**config.mk**
```make
export PLATFORM = sky130hd
export DESIGN_NAME = usec_timer
export DESIGN_NICKNAME = d
export VERILOG_FILES = /design/src/rtl/usec_timer_pkg.sv /design/src/rtl/usec_tick_gen.sv /design/src/rtl/usec_counter.sv /design/src/rtl/usec_reg_port.sv /design/src/rtl/usec_timer.sv
export SDC_FILE = /design/constraint.sdc
export NUM_CORES = 1
export LEC_CHECK = 0
export BUFFER_PORTS_ARGS = -buffer_cell sky130_fd_sc_hd__buf_4
export CAP_MARGIN = 20
export CORE_UTILIZATION = 28
export CTS_BUF_LIST = sky130_fd_sc_hd__clkbuf_2
export DETAILED_ROUTE_END_ITERATION = 12
export GPL_TIMING_DRIVEN = 0
export MAX_ROUTING_LAYER = met4
export PLACE_DENSITY = 0.49
export SLEW_MARGIN = 20
export SYNTH_ARGS = -nofsm -noshare
export SYNTH_HDL_FRONTEND = slang
export SYNTH_SLANG_ARGS = --single-unit
```
**constraint.sdc**
```tcl
create_clock -name clk -period 4 [get_ports clk]
set_clock_uncertainty 0.1 [all_clocks]
set_input_delay 0.4 -clock clk [delete_from_list [all_inputs] [get_ports clk]]
set_output_delay 0.4 -clock clk [all_outputs]
set_load 0.02 [all_outputs]
```
**src/rtl/usec_timer_pkg.sv**
```systemverilog
package usec_timer_pkg;

    localparam int DATA_W     = 32;
    localparam int FIELD_W    = 8;
    localparam int CNT_OFFSET = 'h10;
    localparam int CFG_OFFSET = 'h14;

    typedef struct packed {
        logic [FIELD_W-1:0] dividend;
        logic [FIELD_W-1:0] divisor;
    } rate_cfg_t;

    typedef enum logic {
        GEN_FRAC = 1'b0,
        GEN_SAT  = 1'b1
    } gen_state_t;

endpackage

```
**src/rtl/usec_tick_gen.sv**
```systemverilog
module usec_tick_gen
    import usec_timer_pkg::*;
(
    input  logic      clk,
    input  logic      rst,
    input  logic      load,
    input  rate_cfg_t new_cfg,
    input  rate_cfg_t cur_cfg,
    output logic      tick
);

    localparam int AW = FIELD_W + 1;

    gen_state_t      state_q, state_d;
    logic [AW-1:0]   acc_q, acc_d;
    logic [AW-1:0]   step;
    logic [AW-1:0]   modulus;
    logic [AW-1:0]   sum;
    logic            reach;

    assign step    = AW'(cur_cfg.dividend) + AW'(1);
    assign modulus = AW'(cur_cfg.divisor) + AW'(1);
    assign sum     = acc_q + step;
    assign reach   = (sum >= modulus);

    always_comb begin
        state_d = state_q;
        if (load) begin
            state_d = (new_cfg.dividend >= new_cfg.divisor) ? GEN_SAT : GEN_FRAC;
        end
    end

    always_ff @(posedge clk) begin
        if (rst) begin
            state_q <= GEN_SAT;
            acc_q   <= '0;
        end else begin
            state_q <= state_d;
            acc_q   <= acc_d;
        end
    end

    always_comb begin
        tick  = 1'b0;
        acc_d = '0;
        unique case (state_q)
            GEN_FRAC: begin
                if (load) begin
                    acc_d = '0;
                end else if (reach) begin
                    tick  = 1'b1;
                    acc_d = sum - modulus;
                end else begin
                    acc_d = sum;
                end
            end
            GEN_SAT: begin
                tick  = !load;
                acc_d = '0;
            end
        endcase
    end

    // no tick in a rate-write cycle
    a_r6_no_tick_on_load: assert property (@(posedge clk) disable iff (rst)
        load |-> !tick);

    // accumulator restarts from zero after a rate write
    a_r6_acc_cleared: assert property (@(posedge clk) disable iff (rst)
        load |=> (acc_q == '0));

    // residue stays below the modulus
    a_r4_acc_bound: assert property (@(posedge clk) disable iff (rst)
        (state_q == GEN_FRAC) |-> (acc_q < modulus));

    // saturated mode ticks whenever no write is in progress
    a_r5_sat_every_clock: assert property (@(posedge clk) disable iff (rst)
        (state_q == GEN_SAT && !load) |-> tick);

endmodule

```
**src/rtl/usec_counter.sv**
```systemverilog
module usec_counter #(
    parameter int CNT_W = 32
) (
    input  logic             clk,
    input  logic             rst,
    input  logic             advance,
    output logic [CNT_W-1:0] count
);

    always_ff @(posedge clk) begin
        if (rst) begin
            count <= '0;
        end else if (advance) begin
            count <= count + CNT_W'(1);
        end
    end

endmodule

```
**src/rtl/usec_reg_port.sv**
```systemverilog
module usec_reg_port
    import usec_timer_pkg::*;
#(
    parameter int ADDR_W = 8
) (
    input  logic              clk,
    input  logic              rst,
    input  logic [ADDR_W-1:0] addr,
    input  logic              wr,
    input  logic              rd,
    input  logic [15:0]       wdata,
    input  logic [DATA_W-1:0] count_ext,
    output logic [DATA_W-1:0] rdata,
    output logic              load,
    output rate_cfg_t         new_cfg,
    output rate_cfg_t         cfg_q
);

    localparam logic [ADDR_W-1:0] CFG_ADDR = ADDR_W'(CFG_OFFSET);
    localparam logic [ADDR_W-1:0] CNT_ADDR = ADDR_W'(CNT_OFFSET);

    logic [DATA_W-1:0] rd_mux;

    assign load    = wr && (addr == CFG_ADDR);
    assign new_cfg = rate_cfg_t'(wdata);

    always_ff @(posedge clk) begin
        if (rst) begin
            cfg_q <= '0;
        end else if (load) begin
            cfg_q <= new_cfg;
        end
    end

    always_comb begin
        rd_mux = '0;
        if (addr == CNT_ADDR) begin
            rd_mux = count_ext;
        end else if (addr == CFG_ADDR) begin
            rd_mux[15:0] = cfg_q;
        end
    end

    always_ff @(posedge clk) begin
        if (rst) begin
            rdata <= '0;
        end else if (rd) begin
            rdata <= rd_mux;
        end
    end

    // upper half of the rate setting reads zero
    a_r3_upper_zero: assert property (@(posedge clk) disable iff (rst)
        (rd && addr == CFG_ADDR) |=> (rdata[DATA_W-1:16] == '0));

    // writes elsewhere leave the rate setting alone
    a_r7_cfg_kept: assert property (@(posedge clk) disable iff (rst)
        (wr && addr != CFG_ADDR) |=> $stable(cfg_q));

    // read data holds between reads
    a_r2_rdata_hold: assert property (@(posedge clk) disable iff (rst)
        !rd |=> $stable(rdata));

endmodule

```
**src/rtl/usec_timer.sv**
```systemverilog
module usec_timer
    import usec_timer_pkg::*;
#(
    parameter int ADDR_W = 8,
    parameter int CNT_W  = 32
) (
    input  logic              clk,
    input  logic              rst,
    input  logic [ADDR_W-1:0] bus_addr,
    input  logic              bus_wr,
    input  logic              bus_rd,
    input  logic [31:0]       bus_wdata,
    output logic [31:0]       bus_rdata,
    output logic              tick_o
);

    logic              load;
    rate_cfg_t         new_cfg;
    rate_cfg_t         cfg_q;
    logic              tick;
    logic [CNT_W-1:0]  count;
    logic [DATA_W-1:0] count_ext;
    logic              unused_wdata_hi;

    assign unused_wdata_hi = ^bus_wdata[31:16];

    always_comb begin
        count_ext = '0;
        count_ext[CNT_W-1:0] = count;
    end

    usec_reg_port #(.ADDR_W(ADDR_W)) u_port (
        .clk       (clk),
        .rst       (rst),
        .addr      (bus_addr),
        .wr        (bus_wr),
        .rd        (bus_rd),
        .wdata     (bus_wdata[15:0]),
        .count_ext (count_ext),
        .rdata     (bus_rdata),
        .load      (load),
        .new_cfg   (new_cfg),
        .cfg_q     (cfg_q)
    );

    usec_tick_gen u_gen (
        .clk     (clk),
        .rst     (rst),
        .load    (load),
        .new_cfg (new_cfg),
        .cur_cfg (cfg_q),
        .tick    (tick)
    );

    usec_counter #(.CNT_W(CNT_W)) u_cnt (
        .clk     (clk),
        .rst     (rst),
        .advance (tick),
        .count   (count)
    );

    assign tick_o = tick;

    // each tick advances the count by exactly one, with wrap
    a_r9_step_one: assert property (@(posedge clk) disable iff (rst)
        tick |=> (count == CNT_W'($past(count) + CNT_W'(1))));

    // no tick, no change (covers R6 counter preservation)
    a_r9_hold: assert property (@(posedge clk) disable iff (rst)
        !tick |=> $stable(count));

endmodule

```
==> impl_metrics.yaml <==
detailed_routing:
  drt-total-wl_um: 14630
  viasPerCell: 4.995
  drc: 0
  ant_nets: 0
  dr.pass1.iters: 4
  drt_iter0_markers: 331
  vias: 4545
  wl_per_cell_um: 16.07
sta:
  setup_slack_ns: -0.4750
  slew_viol_final: 0
  setup_viol: 26
  max-slew-margin-rel_pct: 53.93
  final_hold_viol_count: 0
  grt_setup_unrepaired: "yes"
  post-route-min-period_ns: 4.475
  worst_pin_slew_ns: 0.6911
  max_clock_freq_mhz: 223.5
  fin_hold_ws_ns: 0.1244
  fin_crit_sh_pct: 111.9
synth:
  postSynth.asyncResetShare_pct: 0
  synth-edff-count: 0
  synth_cell_types: 55
  ys_warn_count: 0
  yosys_most_used_dff: "dfxtp_1"
  synth-seq-cells: 90
  yosysTopAreaCell: "dfxtp_1"
  synth_area_leaders: "dfxtp_1, ha_1, a21oi_1, nand2_1, nand3_1"
  avgSynthCellArea_um2: 8.407
  synth_fp_nets: 639
  postSynthCellCount: 566
  synth_area_um2: 4758
  yosysSeqAreaShare_pct: 37.86
  synth_top_area_share_pct: 37.86
outcome:
  outcome: "finished, violations left"
  violations: "setup timing"
grt:
  grt-ovfl-total: 0
  grt_usage_pct: 17.49
  grt_use_met2_pct: 25.32
  met1_usage_pct: 24.86
  grt.busiest_layer: "met2"
  grt_pass1_vias: 4347
  grt_pass1_wl_um: 23050
  grt_antenna_before_repair: 1
  grt_max_degree: 17
  use_met3_pct: 2.807
worst_setup_path:
  r2r-start: "u_port.cfg_q[8]"
  startpoint_type: "flop"
  endpoint_kind: "output port"
  crit_chain: "inv_2 > ha_4 > fa_2 > nor2b_2 > o31a_1 > or4_1 > a31oi_2 > xnor2_2 > ha_1 > and2_1 > a22o_1 > or3_4 > o21ai_4 > inv_2 > buf_6"
  rr_worst_depth: 24
  crit_path_frequent_cell: "inv_2"
  reg2reg_to: "u_cnt.count[1]"
  path_max_fanout: 4
  cp.required_ns: 3.50
  cp-startpoint: "u_port.cfg_q[8]"
  crit_slowest_cell: "or4_1"
  endpoint: "tick_o"
  arrival_ns: 3.98
  r2r_slack_ns: -0.39
  setup.worst_path.class: "reg2out"
  max_stage_delay_ns: 0.43
pwr:
  powerDensity_nw_per_um2: 248.1
  clkPwrFrac_pct: 32.2
  comb_power_share_pct: 9.1
  switchingPower_w: 0.0004339
  p_int_w: 0.001132
  ir_drop_mv: 0.1119
  leakagePower_nw: 2.352
  power_frac_seq_pct: 58.7
  switching_share_pct: 27.72
place:
  portBuffers: 59
  gp_congestion: 0.8024
  place_ws_ns: -0.3863
  detailed_place_hpwl_um: 10560
clocking:
  cts_made_buffers: 9
  clock-sinks: 90
  clock_latency_ns: 0.60
  cts_tree: "built"
  htreeDepth: 3
  cts_max_path_buffers: 2
  clkSlewWorstSetupHoldPaths_ns: 0.28
  root_buffer: "clkbuf_2"
die:
  rows: 47
  dieArea_um2: 17520
  ios: 77
  fp.dieW_um: 132.4
  die_h_um: 132.4
  core_um2: 16580
  initial_utilization_pct: 28.69
final_layout:
  fill_cells: 1739
  final_cell_mix: "dfxtp_1, buf_4, a21oi_1"
  seqCellArea_um2: 1804
  final_common_cell: "dfxtp_1"
  nets: 757
  drive_above_1_share_pct: 23.22
  multi_input_area_um2: 2940
  area_growth_pct: 32.58
flow_run:
  maxCapViolations: 0
min_path:
  holdPathStages: 4
  hold_class: "in2reg"
==> stage by stage <==
stage          setup TNS (ns)  total power (W)  std cells  instance area (um^2)  utilization, %
2_1_floorplan               0        0.0009982        566                  4758               -
3_3_place_gp           -7.359         0.001057        845                  5477           33.02
3_5_place_dp           -7.849         0.001059        845                  5477           33.02
4_1_cts                -2.527         0.001580        896                  6031           36.37
5_1_grt                -8.220         0.001647        910                  6309           38.04
6_report               -4.956         0.001565        910                  6309           38.04
==> worst min-delay path by stage <==
stage	from	endpoint	slack, ns
finish	rst	u_gen.acc_q[0]	0.12
floorplan	u_port.cfg_q[8]	u_port.cfg_q[8]	0.35
global route	rst	u_gen.acc_q[0]	0.09
CTS	rst	u_gen.acc_q[0]	0.08
global placement	u_port.rdata[17]	u_port.rdata[17]	0.36
detailed placement	u_port.rdata[23]	u_port.rdata[23]	0.36
==> per-layer routing <==
layer  wire (um)  part of all wire (%)  up-vias
met5           0                     0        -
met4         126                  0.86        0
met3         590                   4.0       11
met2        6399                    44      112
met1        7509                    51     2144
li1            -                     -     2278
==> registers in the layout, summed over array words and instances (netlist names) <==
| name | count |
|---|---|
| u_cnt.count | 32 |
| u_port.rdata | 32 |
| u_port.cfg_q | 16 |
| u_gen.acc_q | 9 |
| u_gen.state_q | 1 |
==> cell usage after synthesis (2+ instances only) <==
library cell / instances
dfxtp_1: 90
a21oi_1: 62
nand2_1: 52
nor2_1: 38
nand3_1: 29
ha_1: 27
or3_1: 22
inv_1: 21
clkbuf_1: 20
nand2b_1: 19
a211oi_1: 17
o21ai_0: 17
a22oi_1: 16
xnor2_1: 12
xor2_1: 11
o21ai_1: 9
or4_1: 9
nand4_1: 8
nor3_1: 7
buf_2: 6
mux2i_1: 6
nor2b_1: 6
o31ai_1: 6
a21o_1: 5
and3_1: 4
o2111ai_1: 4
o21a_1: 4
a31oi_1: 3
and2_1: 3
a31o_1: 2
and4_1: 2
buf_4: 2
buf_6: 2
fa_1: 2
o211ai_1: 2
o211ai_2: 2
==> cell families after synthesis <==
family	synth area share, %
XOR/XNOR	4.233
flip-flops	37.86
AND/OR/NAND/NOR	23.19
AO/OA/AOI/OAI	20.54
buffers and inverters	4.733
adder cells (fa/ha/maj)	7.941
multiplexers	1.499
==> layout make-up <==
cell class	count	area share (%)
Buffer	29	2.519
Multi-Input combinational cell	424	46.61
Timing Repair Buffer	109	14.72
Tap cell	220	4.363
Clock buffer	10	0.7933
Antenna cell	1	0.03967
Inverter	21	1.250
Clock inverter	6	1.111
Sequential cell	90	28.60
==> worst max-delay path, delay by kind of cell (launching register included) <==
| family | cells | cell delay (ns) |
|---|---|---|
| AOI/OAI and AO/OA | 4 | 0.97 |
| DFF | 1 | 0.41 |
| xor gates and xnor gates | 1 | 0.15 |
| and+or+nand+nor | 4 | 0.99 |
| buffers and inverters | 3 | 0.25 |
| adders and majority gates | 3 | 0.62 |
==> repair_timing <==
action	in CTS	in global routing
cloned	0	2
resized for setup	29	37
endpoints found under the hold margin	16	0
pin swaps	10	16
endpoints found under the setup margin	37	41
hold buffers	16	0
buffers inserted	29	13
==> power groups by stage <==
stage                     Clock, W  Combinational (W)  Sequential, W
final                     0.000504           0.000142       0.000919
after global routing      0.000569           0.000156       0.000922
after CTS                 0.000522           0.000139       0.000919
after detailed placement         0           0.000124       0.000935
after global placement           0           0.000122       0.000935
after floorplan                  0          0.0000558       0.000942
No activity file was read; power rests on OpenSTA's default activity.
